$ cat src/rtl/pcr_pkg.sv
package pcr_pkg;
  localparam int REG_W    = 32;
  localparam int FLAG_BIT = 24;
  localparam int CFG_LSB  = 16;
  localparam int CFG_W    = 4;
  localparam int LOCK_BIT = 15;
  localparam int MUX_LSB  = 8;
  localparam int MUX_W    = 3;

  typedef enum logic [CFG_W-1:0] {
    CFG_OFF      = 4'b0000,
    CFG_DMA_RISE = 4'b0001,
    CFG_DMA_FALL = 4'b0010,
    CFG_DMA_BOTH = 4'b0011,
    CFG_IRQ_LOW  = 4'b1000,
    CFG_IRQ_RISE = 4'b1001,
    CFG_IRQ_FALL = 4'b1010,
    CFG_IRQ_BOTH = 4'b1011,
    CFG_IRQ_HIGH = 4'b1100
  } evt_cfg_e;

  typedef struct packed {
    logic dma_mode;
    logic irq_mode;
    logic on_rise;
    logic on_fall;
    logic on_low;
    logic on_high;
  } cfg_dec_t;

  function automatic cfg_dec_t decode_cfg(logic [CFG_W-1:0] c);
    cfg_dec_t d;
    d = '0;
    case (c)
      CFG_DMA_RISE: begin d.dma_mode = 1'b1; d.on_rise = 1'b1; end
      CFG_DMA_FALL: begin d.dma_mode = 1'b1; d.on_fall = 1'b1; end
      CFG_DMA_BOTH: begin d.dma_mode = 1'b1; d.on_rise = 1'b1; d.on_fall = 1'b1; end
      CFG_IRQ_LOW:  begin d.irq_mode = 1'b1; d.on_low = 1'b1; end
      CFG_IRQ_RISE: begin d.irq_mode = 1'b1; d.on_rise = 1'b1; end
      CFG_IRQ_FALL: begin d.irq_mode = 1'b1; d.on_fall = 1'b1; end
      CFG_IRQ_BOTH: begin d.irq_mode = 1'b1; d.on_rise = 1'b1; d.on_fall = 1'b1; end
      CFG_IRQ_HIGH: begin d.irq_mode = 1'b1; d.on_high = 1'b1; end
      default:      d = '0;
    endcase
    return d;
  endfunction

  function automatic logic cfg_active(logic [CFG_W-1:0] c);
    cfg_dec_t d;
    d = decode_cfg(c);
    return d.dma_mode | d.irq_mode;
  endfunction
endpackage

$ cat src/rtl/pin_sync.sv
module pin_sync #(
  parameter int STAGES = 2
) (
  input  logic clk,
  input  logic rst_n,
  input  logic pin_async,
  output logic smp_o,
  output logic prev_o
);
  logic [STAGES-1:0] chain_q;

  generate
    for (genvar g = 0; g < STAGES; g++) begin : g_stage
      if (g == 0) begin : g_first
        always_ff @(posedge clk or negedge rst_n) begin
          if (!rst_n) chain_q[0] <= 1'b0;
          else        chain_q[0] <= pin_async;
        end
      end else begin : g_next
        always_ff @(posedge clk or negedge rst_n) begin
          if (!rst_n) chain_q[g] <= 1'b0;
          else        chain_q[g] <= chain_q[g-1];
        end
      end
    end
  endgenerate

  always_ff @(posedge clk or negedge rst_n) begin
    if (!rst_n) prev_o <= 1'b0;
    else        prev_o <= chain_q[STAGES-1];
  end

  assign smp_o = chain_q[STAGES-1];
endmodule

$ cat src/rtl/evt_detect.sv
module evt_detect
  import pcr_pkg::*;
(
  input  logic [CFG_W-1:0] cfg,
  input  logic             smp,
  input  logic             prev,
  output logic             hit,
  output logic             dma_mode,
  output logic             irq_mode
);
  cfg_dec_t dec;
  logic     rise, fall;

  always_comb begin
    dec      = decode_cfg(cfg);
    rise     = smp & ~prev;
    fall     = ~smp & prev;
    hit      = (dec.on_rise & rise) | (dec.on_fall & fall) |
               (dec.on_high & smp)  | (dec.on_low & ~smp);
    dma_mode = dec.dma_mode;
    irq_mode = dec.irq_mode;
  end
endmodule

$ cat src/rtl/pcr_regs.sv
module pcr_regs
  import pcr_pkg::*;
(
  input  logic             clk,
  input  logic             rst_n,
  input  logic             wr_en,
  input  logic [REG_W-1:0] wr_data,
  input  logic             hit,
  input  logic             dma_clr,
  output logic [CFG_W-1:0] cfg_q,
  output logic             lock_q,
  output logic [MUX_W-1:0] mux_q,
  output logic             flag_q
);
  logic sw_clr;
  logic flag_d;
  logic unused_wr_bits;

  assign sw_clr = wr_en & wr_data[FLAG_BIT];
  assign unused_wr_bits = ^{wr_data[REG_W-1:FLAG_BIT+1],
                            wr_data[FLAG_BIT-1:CFG_LSB+CFG_W],
                            wr_data[LOCK_BIT-1:MUX_LSB+MUX_W],
                            wr_data[MUX_LSB-1:0]};

  always_comb begin
    if (hit)                  flag_d = 1'b1;
    else if (sw_clr | dma_clr) flag_d = 1'b0;
    else                      flag_d = flag_q;
  end

  always_ff @(posedge clk or negedge rst_n) begin
    if (!rst_n) begin
      cfg_q  <= '0;
      lock_q <= 1'b0;
      mux_q  <= '0;
      flag_q <= 1'b0;
    end else begin
      flag_q <= flag_d;
      if (wr_en) begin
        cfg_q <= wr_data[CFG_LSB +: CFG_W];
        if (!lock_q) begin
          lock_q <= wr_data[LOCK_BIT];
          mux_q  <= wr_data[MUX_LSB +: MUX_W];
        end
      end
    end
  end


  lock_hold_chk: assert property (@(posedge clk) disable iff (!rst_n)
    lock_q |=> (lock_q && $stable(mux_q)));


  flag_keep_chk: assert property (@(posedge clk) disable iff (!rst_n)
    (flag_q && !hit && !sw_clr && !dma_clr) |=> flag_q);


  set_wins_chk: assert property (@(posedge clk) disable iff (!rst_n)
    hit |=> flag_q);
endmodule

$ cat src/rtl/pin_event_ctl.sv
module pin_event_ctl
  import pcr_pkg::*;
#(
  parameter int SYNC_STAGES = 2
) (
  input  logic             clk,
  input  logic             rst_n,
  input  logic             wr_en,
  input  logic [REG_W-1:0] wr_data,
  output logic [REG_W-1:0] rd_data,
  input  logic             pin_in,
  input  logic             dma_done,
  output logic             irq_out,
  output logic             dma_req_out,
  output logic [MUX_W-1:0] mux_sel
);
  logic             smp, prev;
  logic             hit, dma_mode, irq_mode;
  logic [CFG_W-1:0] cfg_q;
  logic             lock_q, flag_q;
  logic [MUX_W-1:0] mux_q;

  pin_sync #(.STAGES(SYNC_STAGES)) u_sync (
    .clk(clk), .rst_n(rst_n), .pin_async(pin_in), .smp_o(smp), .prev_o(prev)
  );

  evt_detect u_det (
    .cfg(cfg_q), .smp(smp), .prev(prev),
    .hit(hit), .dma_mode(dma_mode), .irq_mode(irq_mode)
  );

  pcr_regs u_regs (
    .clk(clk), .rst_n(rst_n), .wr_en(wr_en), .wr_data(wr_data),
    .hit(hit), .dma_clr(dma_done & dma_mode),
    .cfg_q(cfg_q), .lock_q(lock_q), .mux_q(mux_q), .flag_q(flag_q)
  );

  always_comb begin
    rd_data                      = '0;
    rd_data[FLAG_BIT]            = flag_q;
    rd_data[CFG_LSB +: CFG_W]    = cfg_q;
    rd_data[LOCK_BIT]            = lock_q;
    rd_data[MUX_LSB +: MUX_W]    = mux_q;
  end

  assign irq_out     = flag_q & irq_mode;
  assign dma_req_out = flag_q & dma_mode;
  assign mux_sel     = mux_q;


  rise_detect_chk: assert property (@(posedge clk) disable iff (!rst_n)
    (cfg_q == CFG_IRQ_RISE && smp && !prev && !wr_en) |=> irq_out);


  req_excl_chk: assert property (@(posedge clk) disable iff (!rst_n)
    !(irq_out && dma_req_out));


  rsvd_quiet_chk: assert property (@(posedge clk) disable iff (!rst_n)
    !cfg_active(cfg_q) |-> (!irq_out && !dma_req_out));
endmodule

$ cat config.mk
export PLATFORM = sky130hd
export DESIGN_NAME = pin_event_ctl
export DESIGN_NICKNAME = d
export VERILOG_FILES = /design/src/rtl/pcr_pkg.sv /design/src/rtl/pin_sync.sv /design/src/rtl/evt_detect.sv /design/src/rtl/pcr_regs.sv /design/src/rtl/pin_event_ctl.sv
export SDC_FILE = /design/constraint.sdc
export NUM_CORES = 1
export LEC_CHECK = 0
export BUFFER_PORTS_ARGS = -buffer_cell sky130_fd_sc_hd__buf_4
export CORE_ASPECT_RATIO = 0.9
export CORE_MARGIN = 8
export CORE_UTILIZATION = 34
export DETAILED_ROUTE_END_ITERATION = 8
export GPL_TIMING_DRIVEN = 0
export PLACE_DENSITY = 0.78
export SLEW_MARGIN = 20
export SYNTH_ARGS = -nofsm -noshare
export SYNTH_HDL_FRONTEND = slang
export SYNTH_SLANG_ARGS = --single-unit
$ cat constraint.sdc
create_clock -name clk -period 1.2 [get_ports clk]
set_input_delay 0.24 -clock clk [delete_from_list [all_inputs] [get_ports clk]]
set_output_delay 0.24 -clock clk [all_outputs]
set_load 0.01 [all_outputs]
# Word level (Yosys, flattened, before mapping)
# Index checks and enable logic that the tools add are counted.
[word_totals]
reg_bits = 12
latch_bits = 0
mem_bits_rw = 0
mem_bits_ro = 0
input_bits = 37
out_inout_bits = 37
word_cells = 47
memories = 0
[classes]
n_addsub = 0
n_mul = 0
n_div = 0
magnitude_cmp = 0
eq_ne = 8
shifts = 0
n_mux = 9
bitwise = 17
reduce_logical = 6
[ops]
columns = ["cell", "count"]
rows = [
  ["4-bit == test (second input constant)", 5],
  ["1-bit AND", 10],
  ["1-bit two-way mux", 9],
  ["4-bit by 2-bit == test with 1-bit output (second input constant)", 2],
  ["4-bit OR reduction", 2],
  ["5-bit OR reduction", 1],
  ["4-bit by 1-bit == test with 1-bit output (second input constant)", 1],
  ["1-bit OR", 4],
  ["1-bit NOT", 3],
  ["3-bit OR reduction", 1],
  ["2-bit AND reduction", 1],
  ["2-bit nonzero test", 1],
]

# Logic depth before layout (Yosys ltp)
[depth]
ltp_word = 8
mapped_depth = 4
depth_no_buf = 3

# Modules after synthesis
# Synthesis repeated with hierarchy kept, for this count alone.
[hier_totals]
hier_cells = 67
area_unflattened_um2 = 730.7
[modules_own_cells]
columns = ["mod", "n_inst", "cells_per_inst", "area_each_um2", "seq_area_each_um2"]
rows = [
  ["pcr_regs", 1, 22, 365.4, 225.2],
  ["pin_event_ctl", 1, 32, 232.7, 0.0],
  ["pin_sync", 1, 3, 75.1, 75.1],
  ["evt_detect", 1, 10, 57.6, 0.0],
]

# Least setup slack after synthesis
# OpenSTA, ideal clock, no wires.
[synth_path]
kind = "reg-to-output"
startpoint = "register u_regs.cfg_q[2]"
endpoint = "output port dma_req_out"
arrival_time_ns = 0.949
required_time_ns = 0.960
setup_slack_ns = 0.011
stages_incl_launch_ff = 2
path_buffers = 0
path_cell_list = "dfrtp_1 nor4b_1"
[synth_via]
elab_chain_len = 4
elab_cells_between_ends = 6
cone_classes = "eq/ne: 3; mux: 1; bitwise: 1; reduce/logical: 1"
[synth_lines]
columns = ["element", "line_no", "text"]
rows = [
  ["start, declared", "pcr_regs.sv:10", "output logic [CFG_W-1:0] cfg_q,"],
  ["start signal, assigned", "pcr_regs.sv:40", "cfg_q <= wr_data[CFG_LSB +: CFG_W];"],
  ["4-bit by 1-bit == test with 1-bit output / 4-bit by 2-bit == test with 1-bit output (equally long branches)", "pcr_pkg.sv:34", "case (c)"],
  ["3-bit OR reduction (no source line) *", "--", ""],
  ["1-bit two-way mux *", "pcr_pkg.sv:34", ""],
  ["1-bit AND *", "pin_event_ctl.sv:47", "assign dma_req_out = flag_q & dma_mode;"],
  ["end, declared", "pin_event_ctl.sv:14", "output logic dma_req_out,"],
]
# Every way passes the cells marked *; elsewhere a longest branch is shown, timed or not.

# Worst setup path after layout
# Same ends and word-level chain as after synthesis.

==> impl_metrics.csv <==
group,metric,value,unit
hold_path,hold_end,"u_sync.chain_q[0]",
synth,ys_async_sr_fraction,100,%
worst_setup_path,critPathTopFamily,"flip-flops",
synth,ys_top_cells_by_count,"28 x buf_4, 12 x dfrtp_1, 4 x mux2_2",
die,die_area,0.00386,mm²
clocking,root_buffer,"clkbuf_4",
die,io_pins,74,
timing,post-route-period-util,116,%
place,dpl.hpwl,1.33,mm
clocking,tritoncts,"yes",
clocking,cts_buffer_depth,2,
synth,ys_ff_latch,12,
clocking,ctsHtreeMaxLevel,1,
clocking,clkSlewWorstSetupHoldPaths,0.08,ns
synth,syn-instance-count,64,
worst_setup_path,path_max_fanout,3,
timing,rsz0062_at_grt,"yes",
power_and_ir_drop,power_switching,0.372,mW
layout,fillers,193,
power_and_ir_drop,pwr-share-seq,38.5,%
global_route,grt_pass1_wl,2.82,mm
clocking,cts_made_buffers,3,
timing,hold_viol_final,0,
drt,num_vias,558,
drt,ant_nets,0,
drt,avgRoutedWirePerCell,11.8,µm
place,portBuffers,26,
synth,syn-cell-area,722,µm²
synth,yosysTopAreaCellShare,41.6,%
worst_setup_path,cp.depth,2,
power_and_ir_drop,p_clk_share,24.8,%
synth,synthFlopType,"dfrtp_1",
layout,area_growth,58.2,%
run,maxCapViolations,0,
hold_path,min_delay_path_depth,1,
synth,ys_types,20,
global_route,grt_max_degree,13,
power_and_ir_drop,sw_frac_of_total,28.4,%
drt,route.detailed.drc,0,
worst_setup_path,critPathMaxStageDelay,0.43,ns
synth,synthTopCellsByArea,"dfrtp_1 42%, buf_4 29%, mux2_2 6.2%",
clocking,clock_latency,0.27,ns
die,start_util,34.7,%
power_and_ir_drop,internal_power,0.937,mW
drt,drt-initial-drc-count,4,
worst_setup_path,r2r_start,"u_regs.cfg_q[2]",
synth,yosys.area.top_type,"dfrtp_1",
worst_setup_path,cp_data_required_time,0.96,ns
timing,finalSetupViolCount,4,
outcome,violations,"setup timing",
die,coreArea,0.00208,mm²
timing,hold_slack,0.0739,ns
global_route,grt_pass1_vias,619,
worst_setup_path,cp-end-kind,"output port",
power_and_ir_drop,share_comb_of_total_power,36.7,%
timing,clock.fmax,715,MHz
place,gp_congestion,0.673,
layout,multiInputGateArea,284,µm²
worst_setup_path,reg2reg_depth,3,
layout,drive_gt1_share,62.0,%
worst_setup_path,rrSetupSlack,0.02,ns
worst_setup_path,worstSetupStartpointType,"flop",
synth,yosysMostFrequentCell,"buf_4",
worst_setup_path,r2r_end,"u_regs.flag_q",
timing,fin_ws,-0.198,ns
worst_setup_path,path_buf_inv,1,
layout,final_core_util,54.9,%
worst_setup_path,crit_slowest_cell,"dfrtp_2",
die,die_w,64.6,µm
global_route,antenna_found_initial,0,
die,fp.dieH,59.7,µm
timing,post-route-min-period,1.40,ns
global_route,track_usage,9.32,%
power_and_ir_drop,power,1.31,mW
layout,n_antenna_cell,0,
drt,vias_per_cell,3.77,
hold_path,hold_start,"pin_in",
power_and_ir_drop,p_per_area,1150,mW/mm²
clocking,clock-sinks,12,
layout,regArea,302,µm²
drt,firstDrtPassIters,3,
synth,synth_edf_count,0,
synth,ys_seq_area_share,41.6,%
hold_path,min_path_type,"primary input to flop",
synth,avgSynthCellArea,11.3,µm²
synth,yosys_warnings,0,
worst_setup_path,arrival,1.16,ns
timing,clock_skew,0.00754,ns
worst_setup_path,worstSetupPathType,"flop to output port",
outcome,outcome,"finished with violations",
layout,fin_nets,159,
power_and_ir_drop,leakage,0.626,nW
drt,wl,1.75,mm
worst_setup_path,cp_cell_sequence,"nor4b_2 > buf_4",
timing,slew_violations,0,
power_and_ir_drop,ir_worst_vdd,0.000782,V
die,rows,16,
global_route,grt-ovfl-total,0,
==> worst max path at each step <==
stage	startpoint	to
CTS	u_regs.cfg_q[2]	dma_req_out
detailed placement	u_regs.cfg_q[1]	dma_req_out
finish	u_regs.cfg_q[2]	dma_req_out
floorplan	u_regs.cfg_q[2]	dma_req_out
global placement	u_regs.cfg_q[2]	dma_req_out
global route	u_regs.cfg_q[2]	dma_req_out
==> kinds of logic (layout without fill, tap and decap cells) <==
kind of cell	after synthesis	after routing	share of synthesized area, %
buf+inv	31	66	31.7
flops	12	12	41.6
compound gates	6	6	6.07
simple gates	6	6	6.41
other cells	1	23	0.519
xor+xnor	1	1	1.21
mux	7	7	12.5
==> registers in the layout, indices dropped and copies added (netlist names) <==
name	flops
u_regs.lock_q	1
u_regs.flag_q	1
u_regs.mux_q	3
u_regs.cfg_q	4
u_sync.smp_o	1
u_sync.chain_q	1
u_sync.prev_o	1
==> per-stage QoR <==
stage               setup slack [ns]  instance area (µm²)  TNS (ns)  instances
CTS                           -0.176                 1130    -0.567        149
finish                        -0.198                 1140    -0.524        148
floorplan                     0.0113                  805         0         86
global placement              0.0391                 1030         0        139
detailed placement            0.0365                 1030         0        139
global route                  -0.233                 1140    -0.815        148
==> routing by layer <==
metal,vias up,share of wire [%],track usage (%)
li1,276,-,-
met1,239,41,9.16
met2,43,44,15.2
met3,0,15,6.93
met4,0,0,2.80
met5,-,0,0
==> area by class of cell <==
class                      instances  area share (%)
timing repair buffer              35            24.9
multi-input combinational         43            24.9
buffer                            25            17.1
sequential                        12            26.4
clock buffer                       4            3.18
tap                               27            2.96
inverter                           2           0.657
==> layout by cell type, fill, tap and decap left out, drive strengths merged, types with 2 or more instances in the layout <==
master	count
buf	59
conb	23
mux2	7
dfrtp	12
inv	2
clkbuf	4
==> power groups by stage <==
stage	logic, mW	registers (mW)	clock network (mW)
2_1_floorplan	0.241	0.519	0
3_3_place_gp	0.424	0.509	0
3_5_place_dp	0.430	0.511	0
4_1_cts	0.469	0.497	0.344
5_1_grt	0.521	0.511	0.358
6_report	0.480	0.504	0.325
==> timing repair <==
action / 4_1_cts / 5_1_grt
cloned: 0 / 0
hold buffers: 1 / 0
gates resized for setup: 4 / 6
buffers inserted: 7 / 1
pin swaps: 1 / 2
setup endpoints to repair: 6 / 10
hold endpoints to repair: 12 / 0
(Power assumes the default switching activity.)
